===== src/rtl/dsc_pkg.sv =====
`timescale 1ns/1ps
package dsc_pkg;

  typedef enum logic [2:0] {
    ST_INIT,
    ST_OFF,
    ST_AZ,
    ST_INT,
    ST_DEINT,
    ST_IZ
  } seq_st_t;

  // Integration window in sixtieths of a second for each select code.
  function automatic int unsigned window_sixtieths(input logic [2:0] code);
    case (code)
      3'b000:  return 1;
      3'b001:  return 2;
      3'b010:  return 3;
      3'b011:  return 4;
      3'b100:  return 6;
      3'b101:  return 10;
      3'b110:  return 12;
      default: return 18;
    endcase
  endfunction

  // Tick count for a window, rounded to the nearest whole tick (halves up).
  function automatic int unsigned window_ticks(input int unsigned sys_hz,
                                               input logic [2:0] code);
    longint unsigned prod;
    prod = 64'(sys_hz) * 64'(window_sixtieths(code)) + 64'd30;
    return 32'(prod / 64'd60);
  endfunction

  // Phase output bits: [0] auto zero, [1] integrate, [2] deintegrate, [3] integrator zero.
  function automatic logic [3:0] phase_bits(input seq_st_t s);
    case (s)
      ST_AZ:    return 4'b0001;
      ST_INT:   return 4'b0010;
      ST_DEINT: return 4'b0100;
      ST_IZ:    return 4'b1000;
      default:  return 4'b0000;
    endcase
  endfunction

endpackage


===== src/rtl/dsc_prescale.sv =====
`timescale 1ns/1ps
module dsc_prescale #(
  parameter int unsigned DIV = 4
) (
  input  logic clk,
  input  logic rst,
  output logic tick
);
  localparam int unsigned CW = (DIV > 1) ? $clog2(DIV) : 1;

  logic [CW-1:0] cnt_q;

  assign tick = (cnt_q == CW'(DIV - 1));

  always_ff @(posedge clk) begin
    if (rst) begin
      cnt_q <= '0;
    end else if (tick) begin
      cnt_q <= '0;
    end else begin
      cnt_q <= cnt_q + 1'b1;
    end
  end

  // ticks are never back to back at a divide by 4
  assert_tick_gap_R2: assert property (@(posedge clk) disable iff (rst)
    tick |=> !tick);

endmodule


===== src/rtl/dsc_sync.sv =====
`timescale 1ns/1ps
module dsc_sync #(
  parameter int unsigned WIDTH  = 2,
  parameter int unsigned STAGES = 2
) (
  input  logic             clk,
  input  logic             rst,
  input  logic [WIDTH-1:0] d,
  output logic [WIDTH-1:0] q
);
  logic [WIDTH-1:0] stg_q [STAGES];

  always_ff @(posedge clk) begin
    if (rst) begin
      for (int i = 0; i < STAGES; i++) stg_q[i] <= '0;
    end else begin
      stg_q[0] <= d;
      for (int i = 1; i < STAGES; i++) stg_q[i] <= stg_q[i-1];
    end
  end

  assign q = stg_q[STAGES-1];

endmodule


===== src/rtl/dsc_phase_ctrl.sv =====
`timescale 1ns/1ps
module dsc_phase_ctrl
  import dsc_pkg::*;
#(
  parameter int unsigned SYS_HZ     = 1_000_000,
  parameter int unsigned W          = 24,
  parameter int unsigned AZ_TICKS   = 64,
  parameter int unsigned IZ_TICKS   = 16,
  parameter int unsigned INIT_TICKS = 8
) (
  input  logic         clk,
  input  logic         rst,
  input  logic         tick,
  input  logic         sleep_s,
  input  logic         cmp_s,
  input  logic [2:0]   tint_sel,
  output logic [3:0]   ph_q,
  output logic         conv_pd_q,
  output logic         osc_en_q,
  output logic         dv_n_q,
  output logic         ovf_q,
  output logic [W-1:0] result_q,
  output logic         shift_start,
  output logic         az_next
);
  localparam int unsigned NSEL = 8;

  seq_st_t     st_q, st_nxt;
  logic [W-1:0] tmr_q, tmr_nxt;
  logic [W-1:0] cnt_q, cnt_nxt, cnt_inc;
  logic [W-1:0] nint_q, nint_nxt;
  logic [W-1:0] res_nxt, max_cnt;
  logic         have_q, have_nxt, ovf_nxt;
  logic         running;

  // Window table built from the tick rate, one entry per select code.
  logic [W-1:0] nint_tab [NSEL];
  for (genvar g = 0; g < NSEL; g++) begin : g_tab
    assign nint_tab[g] = W'(window_ticks(SYS_HZ, 3'(g)));
  end

  assign max_cnt = nint_q << 1;
  assign cnt_inc = cnt_q + 1'b1;
  assign running = (st_q == ST_AZ) || (st_q == ST_INT) ||
                   (st_q == ST_DEINT) || (st_q == ST_IZ);

  always_comb begin
    st_nxt   = st_q;
    tmr_nxt  = tmr_q + 1'b1;
    cnt_nxt  = cnt_q;
    nint_nxt = nint_q;
    res_nxt  = result_q;
    ovf_nxt  = ovf_q;
    have_nxt = have_q;
    case (st_q)
      ST_INIT: begin
        if (tmr_q == W'(INIT_TICKS - 1)) begin
          tmr_nxt = '0;
          st_nxt  = sleep_s ? ST_OFF : ST_AZ;
        end
      end
      ST_OFF: begin
        tmr_nxt = '0;
        if (!sleep_s) st_nxt = ST_AZ;
      end
      ST_AZ: begin
        if (tmr_q == W'(AZ_TICKS - 1)) begin
          tmr_nxt  = '0;
          st_nxt   = ST_INT;
          nint_nxt = nint_tab[tint_sel];
        end
      end
      ST_INT: begin
        if (tmr_q == nint_q - 1'b1) begin
          tmr_nxt = '0;
          cnt_nxt = '0;
          st_nxt  = ST_DEINT;
        end
      end
      ST_DEINT: begin
        tmr_nxt = '0;
        if (cmp_s) begin
          res_nxt  = cnt_q;
          ovf_nxt  = 1'b0;
          have_nxt = 1'b1;
          st_nxt   = ST_IZ;
        end else begin
          cnt_nxt = cnt_inc;
          if (cnt_inc == max_cnt) begin
            res_nxt  = max_cnt;
            ovf_nxt  = 1'b1;
            have_nxt = 1'b1;
            st_nxt   = ST_IZ;
          end
        end
      end
      ST_IZ: begin
        if (tmr_q == W'(IZ_TICKS - 1)) begin
          tmr_nxt = '0;
          st_nxt  = ST_AZ;
        end
      end
      default: begin
        tmr_nxt = '0;
        st_nxt  = ST_INIT;
      end
    endcase
    if (running && sleep_s) begin
      st_nxt  = ST_OFF;
      tmr_nxt = '0;
    end
  end

  assign az_next     = (st_nxt == ST_AZ);
  assign shift_start = tick && az_next && (st_q != ST_AZ) && have_nxt;

  always_ff @(posedge clk) begin
    if (rst) begin
      st_q      <= ST_INIT;
      tmr_q     <= '0;
      cnt_q     <= '0;
      nint_q    <= '0;
      result_q  <= '0;
      ovf_q     <= 1'b0;
      have_q    <= 1'b0;
      ph_q      <= '0;
      conv_pd_q <= 1'b0;
      osc_en_q  <= 1'b1;
      dv_n_q    <= 1'b1;
    end else if (tick) begin
      st_q      <= st_nxt;
      tmr_q     <= tmr_nxt;
      cnt_q     <= cnt_nxt;
      nint_q    <= nint_nxt;
      result_q  <= res_nxt;
      ovf_q     <= ovf_nxt;
      have_q    <= have_nxt;
      ph_q      <= phase_bits(st_nxt);
      conv_pd_q <= (st_nxt == ST_OFF);
      osc_en_q  <= (st_nxt != ST_OFF);
      dv_n_q    <= !((st_nxt == ST_AZ) && have_nxt);
    end
  end

  // integrate is entered only from auto zero
  assert_int_after_az_R1: assert property (@(posedge clk) disable iff (rst)
    $rose(ph_q[1]) |-> $past(ph_q[0]));

  // deintegrate is entered only from integrate
  assert_deint_after_int_R1: assert property (@(posedge clk) disable iff (rst)
    $rose(ph_q[2]) |-> $past(ph_q[1]));

  // the data-ready strobe is low only inside auto zero
  assert_dv_in_az_R7: assert property (@(posedge clk) disable iff (rst)
    !dv_n_q |-> ph_q[0]);

  // the deintegrate count stays below its 2N limit
  assert_cnt_bound_R6: assert property (@(posedge clk) disable iff (rst)
    (st_q == ST_DEINT) |-> (cnt_q < max_cnt));

  // power down leaves every phase output low and the oscillator off
  assert_off_quiet_R11: assert property (@(posedge clk) disable iff (rst)
    conv_pd_q |-> ((ph_q == 4'b0000) && !osc_en_q));

endmodule


===== src/rtl/dsc_shift_out.sv =====
`timescale 1ns/1ps
module dsc_shift_out #(
  parameter int unsigned W = 24
) (
  input  logic         clk,
  input  logic         rst,
  input  logic         tick,
  input  logic         start,
  input  logic         keep,
  input  logic [W-1:0] word,
  output logic         sdata_q,
  output logic         sclk_q,
  output logic         busy_q
);
  localparam int unsigned HALVES = 2 * W;
  localparam int unsigned HW     = $clog2(HALVES);

  logic [HW-1:0] half_q;
  logic [W-1:0]  sh_q;

  always_ff @(posedge clk) begin
    if (rst) begin
      half_q  <= '0;
      sh_q    <= '0;
      sdata_q <= 1'b0;
      sclk_q  <= 1'b1;
      busy_q  <= 1'b0;
    end else if (tick) begin
      if (start) begin
        busy_q  <= 1'b1;
        half_q  <= '0;
        sclk_q  <= 1'b0;
        sdata_q <= word[W-1];
        sh_q    <= word << 1;
      end else if (busy_q) begin
        if (!keep || (half_q == HW'(HALVES - 1))) begin
          busy_q <= 1'b0;
          sclk_q <= 1'b1;
        end else begin
          half_q <= half_q + 1'b1;
          if (!half_q[0]) begin
            sclk_q <= 1'b1;
          end else begin
            sclk_q  <= 1'b0;
            sdata_q <= sh_q[W-1];
            sh_q    <= sh_q << 1;
          end
        end
      end
    end
  end

endmodule


===== src/rtl/dsc_sequencer.sv =====
`timescale 1ns/1ps
module dsc_sequencer
  import dsc_pkg::*;
#(
  parameter int unsigned SYS_HZ      = 1_000_000,
  parameter int unsigned RES_W       = 24,
  parameter int unsigned AZ_TICKS    = 64,
  parameter int unsigned IZ_TICKS    = 16,
  parameter int unsigned INIT_TICKS  = 8,
  parameter int unsigned CLK_DIV     = 4,
  parameter int unsigned SYNC_STAGES = 2
) (
  input  logic       clk,
  input  logic       rst,
  input  logic       sleep_req,
  input  logic       sel_n,
  input  logic [2:0] tint_sel,
  input  logic       cmp_cross,
  output logic       az_en,
  output logic       int_en,
  output logic       deint_en,
  output logic       iz_en,
  output logic       conv_pd,
  output logic       osc_en,
  output logic       data_ready_n,
  output logic       ser_data,
  output logic       ser_clk,
  output logic       out_en,
  output logic       result_ovf
);
  logic             tick;
  logic             sleep_s, cmp_s;
  logic [3:0]       ph;
  logic [RES_W-1:0] result;
  logic             shift_start, az_next, sh_busy;
  logic             oe_q;

  dsc_prescale #(.DIV(CLK_DIV)) u_pre (
    .clk  (clk),
    .rst  (rst),
    .tick (tick)
  );

  dsc_sync #(.WIDTH(2), .STAGES(SYNC_STAGES)) u_sync (
    .clk (clk),
    .rst (rst),
    .d   ({sleep_req, cmp_cross}),
    .q   ({sleep_s, cmp_s})
  );

  dsc_phase_ctrl #(
    .SYS_HZ     (SYS_HZ),
    .W          (RES_W),
    .AZ_TICKS   (AZ_TICKS),
    .IZ_TICKS   (IZ_TICKS),
    .INIT_TICKS (INIT_TICKS)
  ) u_ctrl (
    .clk         (clk),
    .rst         (rst),
    .tick        (tick),
    .sleep_s     (sleep_s),
    .cmp_s       (cmp_s),
    .tint_sel    (tint_sel),
    .ph_q        (ph),
    .conv_pd_q   (conv_pd),
    .osc_en_q    (osc_en),
    .dv_n_q      (data_ready_n),
    .ovf_q       (result_ovf),
    .result_q    (result),
    .shift_start (shift_start),
    .az_next     (az_next)
  );

  dsc_shift_out #(.W(RES_W)) u_shift (
    .clk     (clk),
    .rst     (rst),
    .tick    (tick),
    .start   (shift_start),
    .keep    (az_next),
    .word    (result),
    .sdata_q (ser_data),
    .sclk_q  (ser_clk),
    .busy_q  (sh_busy)
  );

  always_ff @(posedge clk) begin
    if (rst) oe_q <= 1'b0;
    else     oe_q <= !sel_n;
  end

  assign out_en   = oe_q;
  assign az_en    = ph[0];
  assign int_en   = ph[1];
  assign deint_en = ph[2];
  assign iz_en    = ph[3];

  // the serial word is only ever in flight during auto zero
  assert_shift_in_az_R8: assert property (@(posedge clk) disable iff (rst)
    sh_busy |-> az_en);

  // while nothing is being shifted the bit clock rests high
  assert_sclk_idle_R8: assert property (@(posedge clk) disable iff (rst)
    (!sh_busy && !$past(sh_busy)) |-> ser_clk);

endmodule


===== config.mk =====
export PLATFORM = sky130hd
export DESIGN_NAME = dsc_sequencer
export DESIGN_NICKNAME = d
export VERILOG_FILES = /design/src/rtl/dsc_pkg.sv /design/src/rtl/dsc_prescale.sv /design/src/rtl/dsc_sync.sv /design/src/rtl/dsc_phase_ctrl.sv /design/src/rtl/dsc_shift_out.sv /design/src/rtl/dsc_sequencer.sv
export SDC_FILE = /design/constraint.sdc
export NUM_CORES = 1
export LEC_CHECK = 0
export ABC_AREA = 1
export BUFFER_PORTS_ARGS = -buffer_cell sky130_fd_sc_hd__buf_4
export CORE_MARGIN = 2
export CORE_UTILIZATION = 42
export CTS_BUF_LIST = sky130_fd_sc_hd__clkbuf_8
export DETAILED_ROUTE_END_ITERATION = 12
export PLACE_DENSITY = 0.57
export SLEW_MARGIN = 30
export SYNTH_ARGS = -nofsm -noshare
export SYNTH_HDL_FRONTEND = slang
export SYNTH_SLANG_ARGS = --single-unit

===== constraint.sdc =====
create_clock -name clk -period 4.89 [get_ports clk]
set_input_delay 1.467 -clock clk [delete_from_list [all_inputs] [get_ports clk]]
set_output_delay 1.467 -clock clk [all_outputs]
set_load 0.01 [all_outputs]

==> results.md, run 1 <==
- Post-CTS Setup Inserts: 0
- Crit path top cell by count: nand2_1
- Top cells by area, synth: dfxtp_1 32%, nand2_1 16%, nor2_1 7.7%, inv_1 6.7%, nand3_1 5.8%
- Worst R2R Path Depth: 25
- Seq/Total Area, Yosys: 0.324
- Layout Skew: 18.9 ps
- Count of cell types in the netlist: 46
- Register area: 2720 sq um
- Overflow after GRT: 0
- R2r endpoint: u_shift.sh_q[20]$_SDFFE_PP0P_
- Share of post-route cells with drive strength above 1: 0.0764
- Post-synth top area cell: dfxtp_1
- Via/cell ratio: 5.17
- HP Class: reg2reg
- Setup TNS Final: 0 ps
- Reg2reg start: u_ctrl.cnt_q[1]$_SDFFE_PP0P_
- Diode count: 0
- NumNets Final: 1339
- Tot GR Track Use: 0.235
- Critical path's largest stage delay: 520 ps
- CTS Root Cell: clkbuf_8
- Pleak: 3.87 nW
- Synth Cell Area: 8420 sq um
- Worst Setup SP: u_ctrl.cnt_q[1]$_SDFFE_PP0P_
- Top FF cell, synth: dfxtp_1
- First-pass GRT wire length: 40.3 mm
- CTS Sinks: 136
- Overall via count from detail_route: 8268
- Syn_nets: 1350
- Final period util: 0.849
- Utilization after layout: 0.463
- H-Tree Depth: 4
- Final HPWL from detailed placement: 18.1 mm
- WHS Path Cells: 2
- Commonest cells post-synth: 366 x nand2_1, 172 x nor2_1, 151 x inv_1
- Worst Path Required: 5290 ps
- Die width: 146 um
- Final Hold Fails: 0
- Synth async-reset ratio: 0
- Power density over the cells: 233 nW/um^2
- Vias in the first global route: 7844
- First-pass DRT Iterations: 5
- Crit path capture: u_shift.sh_q[20]$_SDFFE_PP0P_
- Worst-path clk slew: 90 ps
- CP Capture Type: flip-flop
- Buffers on Ports: 18
- Syn Inst Count: 1333
- Register bit total from synthesis: 136
- Final ANT Viol Nets: 0
- Post-CTS Resized: 0
- Worst R2R Setup Slack: 740 ps
- Count leader, synth: nand2_1
- Status: completed
- Number of hold buffers added after cts: 0
- Final instance area: 9060 sq um
- Die area: 21200 sq um
- Total of max-cap violations: 0
- DR iter-0 viols: 506
- Max_slew headroom: 0.382
- Fill count: 2164
- Clock Path Buffers: 2
- Least-Margin Pin Slew: 924 ps
- Final min period: 4150 ps
- CTS tree: yes
- Post-DP Area: 8690 sq um
- RD Place Congestion: 0.912
- Clk_lat worst skew: 470 ps
- Max VDD drop: 0.158 mV
- Die height: 146 um
- RSZ-0062 raised after global routing: false
- Detailed-route DRC error count: 0
- Crit Path Category: reg2reg
- Cts bufs inserted: 17
- Antenna violations before repair: 0
- Post-synthesis area per instance: 6.31 sq um
- Number of enable flip-flop cells after synthesis: 0
- Ports: 19
- Initial core utilization: 0.430
- YS warnings: 0
- Max Fclk: 0.241 GHz
- Top cell type's share of synthesized area: 0.324
- Final Routed Wirelength: 24.7 mm
- Critical path startpoint category: flip-flop
- WP data arrival: 4550 ps
- Area of the multi-input gates: 4850 sq um
- Largest net degree at the start of global routing: 54
- Drt wl/cell: 15.4 um
- Slowest stage cell, crit path: nand2_2
- Area growth, synth to finish: 7.72%
- Final slew viol count: 0
- Core Rows: 51
- Setup violators final: 0
- Core region area: 19600 sq um
- Worst Path Max Fanout: 49
state kept, by name, summed over array words and instances (netlist names):
signal	count
u_ctrl.have_q	1
u_ctrl.result_q	24
u_ctrl.st_q	3
u_ctrl.conv_pd_q	1
u_ctrl.nint_q	13
u_shift.sdata_q	1
u_pre.cnt_q	2
u_shift.busy_q	1
u_ctrl.dv_n_q	1
u_ctrl.ovf_q	1
u_ctrl.ph_q	4
u_ctrl.osc_en_q	1
u_sync.stg_q	4
u_shift.half_q	6
u_shift.sh_q	23
u_ctrl.cnt_q	24
out_en	1
u_ctrl.tmr_q	24
u_shift.sclk_q	1
cell usage in the layout (no fill, tap or decap), types with 2 or more instances in the layout:
master / instances
a211oi_1: 27
a21oi_1: 51
a22oi_1: 6
a31oi_1: 14
and2_1: 4
buf_4: 26
clkbuf_8: 18
clkinv_4: 2
clkinvlp_4: 3
dfxtp_1: 136
ha_1: 9
inv_1: 151
inv_2: 4
inv_6: 5
inv_8: 4
nand2_1: 366
nand2_2: 10
nand2_4: 3
nand3_1: 98
nand3_2: 2
nand3b_1: 7
nand4_1: 21
nor2_1: 172
nor2_2: 13
nor2_4: 9
nor3_1: 15
nor4_1: 10
o2111ai_1: 7
o21ai_0: 76
o21ai_1: 7
o22ai_1: 2
o31ai_1: 2
xnor2_1: 9
xor2_1: 34
cell families after synthesis:
| family | after synthesis | synth area share |
|---|---|---|
| and+or+nand+nor | 734 | 0.381 |
| buffers and inverters | 212 | 0.0998 |
| AOI/OAI and AO/OA | 199 | 0.137 |
| DFF | 136 | 0.324 |
| xor gates and xnor gates | 43 | 0.0448 |
| adders and majority gates | 9 | 0.0134 |
routing by layer:
layer | track usage | up-vias | share of wire
met1 | 0.282 | 3763 | 0.44
met5 | 0 | - | 0
li1 | - | 4294 | -
met3 | 0.0414 | 55 | 0.032
met4 | 0.0902 | 0 | 0.033
met2 | 0.419 | 156 | 0.50
critical path: cells and delay by family (launching register included):
kind	cells	cell delay (ps)
AND/OR/NAND/NOR	23	3360
adder cells (fa/ha/maj)	1	220
flip-flops	1	410
buffers and inverters	1	70
how the worst min path moves through the flow:
stage | startpoint | end | slack (ps)
6_report | u_sync.stg_q[0][1]$_SDFF_PP0_ | u_sync.stg_q[0][3]$_SDFF_PP0_ | 420
5_1_grt | u_sync.stg_q[0][0]$_SDFF_PP0_ | u_sync.stg_q[0][2]$_SDFF_PP0_ | 430
4_1_cts | u_sync.stg_q[0][1]$_SDFF_PP0_ | u_sync.stg_q[0][3]$_SDFF_PP0_ | 420
3_5_place_dp | u_sync.stg_q[0][0]$_SDFF_PP0_ | u_sync.stg_q[0][2]$_SDFF_PP0_ | 400
3_3_place_gp | u_sync.stg_q[0][1]$_SDFF_PP0_ | u_sync.stg_q[0][3]$_SDFF_PP0_ | 400
2_1_floorplan | u_sync.stg_q[0][0]$_SDFF_PP0_ | u_sync.stg_q[0][2]$_SDFF_PP0_ | 390
layout make-up:
class                           count  share of cell area
Clock buffer                       18              0.0273
Clock inverter                     14              0.0142
Inverter                          156              0.0646
Sequential cell                   136               0.300
Tap cell                          265              0.0366
Timing Repair Buffer               26              0.0215
Multi-Input combinational cell    985               0.535
metrics by stage:
step | power (mW) | setup slack (ps) | cells | hold slack, ps
2_1_floorplan | 1.20 | 2140 | 1333 | 388
4_1_cts | 2.13 | 772 | 1600 | 416
3_3_place_gp | 1.23 | 907 | 1568 | 398
5_1_grt | 2.20 | 233 | 1600 | 431
6_report | 2.11 | 738 | 1600 | 415
3_5_place_dp | 1.23 | 779 | 1568 | 402
where the power goes:
part	switching (mW)	leakage, nW	internal [mW]
clock	0.526	0.185	0.386
combinational	0.0617	2.59	0.0219
sequential	0.00386	1.10	1.11
No activity file was read; power rests on OpenSTA's default activity.
==> run 2, diff against run 1 <==
ABC_AREA = 0   (was 1)
PLACE_DENSITY = 0.59   (was 0.57)
clock period = 3.7 ns   (was 4.89 ns; I/O delays follow)
==> results.md, run 2 <==
- Buffers on Ports: 18
- Max_slew headroom: 0.499
- Cts bufs inserted: 17
- Die width: 141 um
- Syn Inst Count: 998
- Clock Path Buffers: 2
- Final Hold Fails: 0
- Diode count: 0
- Count leader, synth: nor2_1
- Die height: 141 um
- Final slew viol count: 0
- Worst Path Max Fanout: 8
- CTS tree: yes
- Largest net degree at the start of global routing: 95
- Ports: 19
- CTS Sinks: 136
- Worst Path Required: 4100 ps
- Initial core utilization: 0.424
- RSZ-0062 raised after global routing: false
- Crit Path Category: reg2reg
- Number of hold buffers added after cts: 0
- CTS Root Cell: clkbuf_8
- Commonest non-fill, non-tap cell in the layout: nor2_1
- Seq/Total Area, Yosys: 0.345
- Overall via count from detail_route: 7049
- Commonest cells post-synth: 147 x nor2_1, 136 x dfxtp_1, 74 x nand2_1
- Post-synthesis area per instance: 7.90 sq um
- Top cells by area, synth: dfxtp_1 35%, nor2_1 7.0%, a21oi_1 3.7%, xnor2_1 3.6%, nand2_1 3.5%
- Biggest regs: u_ctrl.cnt_q x24, u_ctrl.result_q x24, u_ctrl.tmr_q x24
- Most frequent cells in the layout: 147 x nor2_1, 136 x dfxtp_1, 74 x nand2_1
- Count of cell types in the netlist: 71
- Final WS setup: 300 ps
- Core region area: 18600 sq um
- Final min period: 3400 ps
- CP Capture Type: flip-flop
- DR iter-0 viols: 457
- Final ANT Viol Nets: 0
- Post-Place Setup Slack: 188 ps
- Syn_nets: 1015
- Register bit total from synthesis: 136
- Status: completed
- Utilization after layout: 0.469
- YS warnings: 0
- WP data arrival: 3800 ps
- Setup TNS Final: 0 ps
- Detailed-route DRC error count: 0
- Layout Skew: 16.0 ps
- Fill count: 1843
- Final HPWL from detailed placement: 13.9 mm
- First-pass DRT Iterations: 5
- RD Place Congestion: 0.907
- Post-DP Area: 8300 sq um
- NumNets Final: 1007
- H-Tree Depth: 4
- First-pass GRT wire length: 33.3 mm
- Top cell type's share of synthesized area: 0.345
- Synth Cell Area: 7880 sq um
- Critical path startpoint category: flip-flop
- Number of enable flip-flop cells after synthesis: 0
- Synth async-reset ratio: 0
- Max Fclk: 0.294 GHz
- Final period util: 0.919
- Area growth, synth to finish: 10.6%
- Least-Margin Pin Slew: 751 ps
- Die area: 19900 sq um
- Overflow after GRT: 0
- Power density over the cells: 327 nW/um^2
- Setup violators final: 0
- Vias in the first global route: 6431
- Pleak: 3.16 nW
- Post-synth top area cell: dfxtp_1
- Clk_lat worst skew: 460 ps
- Tot GR Track Use: 0.206
- Antenna violations before repair: 0
- Drt wl/cell: 16.1 um
- Via/cell ratio: 5.70
- Worst-path clk slew: 90 ps
- HP Class: reg2reg
- Final instance area: 8720 sq um
- Total of max-cap violations: 0
- Max VDD drop: 0.208 mV
- Share of post-route cells with drive strength above 1: 0.118
- Final Routed Wirelength: 19.9 mm
- Top FF cell, synth: dfxtp_1
- Core Rows: 50
-- run 2: what timing repair did --
action | in CTS | in global routing
gates resized for setup | 0 | 2
endpoints found under the setup margin | 0 | 25
setup buffers | 0 | 0
-- run 2: area by class of cell --
cell class	instances	area, sq um	area share
clock inverters	15	165	0.0189
repair buffers	60	517	0.0593
clock buffers	17	234	0.0268
well taps	234	293	0.0336
inverters	21	78.8	0.00904
flip-flops and latches	136	2720	0.312
multi-input cells	754	4710	0.540
-- run 2: logic make-up (layout without fill, tap and decap cells) --
kind of cell               count (synthesis)  count (layout)  share of synthesized area
and+or+nand+nor                          445             445                      0.300
AOI/OAI and AO/OA                        222             222                      0.188
DFF                                      136             136                      0.345
buffers and inverters                    108             113                     0.0606
xor gates and xnor gates                  49              49                     0.0545
muxes                                     29              29                     0.0371
adders and majority gates                  9               9                     0.0143
-- run 2: worst max-delay path: stages, from the launching register on --
cell and delay, ps:
dfxtp_1 430, ha_1 300, nand4_1 200, or4_4 500, nor3_1 250, a31oi_1 150
or4b_4 660, a21o_1 210, or4_4 510, a21oi_2 140
-- run 2: path summary, 6_finish.rpt --
check	slack, ps	cells after the start	endpoint	startpoint
max	300	9	u_shift.half_q[5]$_SDFFE_PP0P_	u_ctrl.cnt_q[0]$_SDFFE_PP0P_
min	420	1	u_pre.cnt_q[0]$_SDFF_PP0_	u_pre.cnt_q[0]$_SDFF_PP0_
max reg2reg	300	9	u_shift.half_q[5]$_SDFFE_PP0P_	u_ctrl.cnt_q[0]$_SDFFE_PP0P_
min reg2reg	420	1	u_pre.cnt_q[0]$_SDFF_PP0_	u_pre.cnt_q[0]$_SDFF_PP0_
-- run 2: through the flow --
stage / std cells / total power, mW / hold slack [ps]
2_1_floorplan: 998 / 1.58 / 399
3_3_place_gp: 1205 / 1.62 / 411
3_5_place_dp: 1205 / 1.62 / 413
4_1_cts: 1237 / 2.88 / 426
5_1_grt: 1237 / 2.97 / 455
6_report: 1237 / 2.85 / 420
-- run 2: layer usage --
metal | GRT usage | routed length, um | up-vias
li1 | - | - | 3575
met1 | 0.294 | 9820 | 3265
met2 | 0.310 | 8650 | 179
met3 | 0.0452 | 1130 | 30
met4 | 0.0611 | 340 | 0
met5 | 0 | 0 | -
-- run 2: power breakdown --
group          total [mW]  leakage [nW]  internal [mW]  switching [mW]
registers            1.48          1.10           1.47         0.00832
clock network        1.26         0.202          0.615           0.649
logic               0.108          1.87         0.0401          0.0674
==> run 3, diff against run 2 <==
CORE_UTILIZATION = 54   (was 42)
PLACE_DENSITY = 0.73   (was 0.59)
==> results.md, run 3 (synthesis results as in run 2) <==
- Final Routed Wirelength: 19.1 mm
- Hold wc startpoint: u_pre.cnt_q[0]$_SDFF_PP0_
- Overall via count from detail_route: 7154
- Max_slew headroom: 0.501
- Final Hold Fails: 0
- Final slew viol count: 0
- Overflow after GRT: 0
- Antenna violations before repair: 0
- First-pass GRT wire length: 32.5 mm
- Final ANT Viol Nets: 0
- Initial core utilization: 0.549
- Total of max-cap violations: 0
- Ports: 19
- NumNets Final: 1006
- First-pass DRT Iterations: 5
- Post-Layout Cell Count: 1185
- DR iter-0 viols: 633
- Hold endpoint: u_pre.cnt_q[0]$_SDFF_PP0_
- Worst-path clk slew: 80 ps
- Final period util: 0.933
- Setup violators final: 0
- NetSw: 0.664 mW
- Switching Fraction: 0.239
- Final min period: 3450 ps
- Die area: 15600 sq um
- Clk network pwr share: 0.430
- RD Place Congestion: 0.921
- Worst Path Max Fanout: 8
- Tot GR Track Use: 0.249
- Least-Margin Pin Slew: 749 ps
- Fill count: 1291
- Critical path startpoint category: flip-flop
- Worst R2R Setup Slack: 250 ps
- Commonest non-fill, non-tap cell in the layout: nor2_1
- Layout Skew: 10.3 ps
- WHS Path Cells: 1
- Die height: 125 um
- Largest net degree at the start of global routing: 100
- Combinational power share: 0.039
- Flop pwr share: 0.531
- RSZ-0062 raised after global routing: false
- HP Class: reg2reg
- Share of post-route cells with drive strength above 1: 0.115
- Area growth, synth to finish: 9.26%
- H-Tree Depth: 4
- WP data arrival: 3850 ps
- Post-DP Area: 8220 sq um
- R2r endpoint: u_shift.half_q[5]$_SDFFE_PP0P_
- Diode count: 0
- Int Pwr: 2.12 mW
- Crit Path Category: reg2reg
- CTS tree: yes
- Worst Setup SP: u_ctrl.cnt_q[0]$_SDFFE_PP0P_
- Worst R2R Path Depth: 9
- Vias in the first global route: 6482
- Clock Path Buffers: 2
- Reg2reg start: u_ctrl.cnt_q[0]$_SDFFE_PP0P_
- Power density over the cells: 323 nW/um^2
- Buffers on Ports: 18
- Biggest regs: u_ctrl.cnt_q x24, u_ctrl.result_q x24, u_ctrl.tmr_q x24
- CTS Root Cell: clkbuf_8
- Status: completed
- Via/cell ratio: 6.04
- CTS Sinks: 136
- Core Rows: 44
- Clk_lat worst skew: 460 ps
- Die width: 125 um
- Setup TNS Final: 0 ps
- Pleak: 3.15 nW
- Drt wl/cell: 16.2 um
- Core region area: 14400 sq um
- Max Fclk: 0.290 GHz
- Final HPWL from detailed placement: 13.2 mm
- Most frequent cells in the layout: 147 x nor2_1, 135 x dfxtp_1, 74 x nand2_1
- Placed cells: 1154
- Worst Path Required: 4090 ps
- Worst hold slack: 433 ps
- Cts bufs inserted: 17
- CP Capture Type: flip-flop
- Detailed-route DRC error count: 0
- Utilization after layout: 0.599
- Final instance area: 8610 sq um
- Max VDD drop: 0.180 mV
- Number of hold buffers added after cts: 0
[run 3: routing by layer]
metal / share of wire / track usage / vias up
met5: 0 / 0 / -
met4: 0.013 / 0.0784 / 0
met3: 0.051 / 0.0404 / 18
met2: 0.45 / 0.381 / 195
met1: 0.49 / 0.359 / 3383
li1: - / - / 3558
[run 3: worst max path at each step]
| stage | end |
|---|---|
| 2_1_floorplan | u_shift.half_q[5]$_SDFFE_PP0P_ |
| 3_3_place_gp | u_shift.half_q[5]$_SDFFE_PP0P_ |
| 3_5_place_dp | u_shift.half_q[5]$_SDFFE_PP0P_ |
| 4_1_cts | u_shift.half_q[5]$_SDFFE_PP0P_ |
| 5_1_grt | u_shift.sh_q[14]$_SDFFE_PP0P_ |
| 6_report | u_shift.half_q[5]$_SDFFE_PP0P_ |
[run 3: layout make-up]
| cell class | count | area, sq um | share of cell area |
|---|---|---|---|
| Tap cell | 184 | 230 | 0.0267 |
| Sequential cell | 136 | 2720 | 0.316 |
| Clock inverter | 13 | 133 | 0.0154 |
| Clock buffer | 18 | 248 | 0.0288 |
| Multi-Input combinational cell | 754 | 4700 | 0.546 |
| Timing Repair Buffer | 59 | 497 | 0.0577 |
| Inverter | 21 | 78.8 | 0.00915 |
[run 3: worst max-delay path, cell delays in order, from the launching register on]
cell and delay (ps):
dfxtp_1 420, ha_1 310, nand4_1 240, or4_4 500, nor3_1 280, a31oi_1 130
or4b_4 640, a21o_1 210, or4_4 510, a21oi_2 140
[run 3: stage by stage]
step / setup slack, ps / power (mW)
finish: 247 / 2.78
CTS: 117 / 2.81
global route: 25.3 / 2.88
floorplan: 379 / 1.58
detailed placement: 141 / 1.62
global placement: 208 / 1.62
[run 3: power groups by stage]
stage                     sequential [mW]  clock, mW  combinational (mW)
after global routing                 1.48       1.28               0.120
after detailed placement             1.51          0               0.107
after global placement               1.51          0               0.105
final                                1.48       1.20               0.108
after CTS                            1.48       1.22               0.107
after floorplan                      1.51          0              0.0735
[run 3: repair_timing]
action                     in CTS  in global routing
resized for setup               0                  2
buffers inserted                0                  0
setup endpoints to repair       0                 42
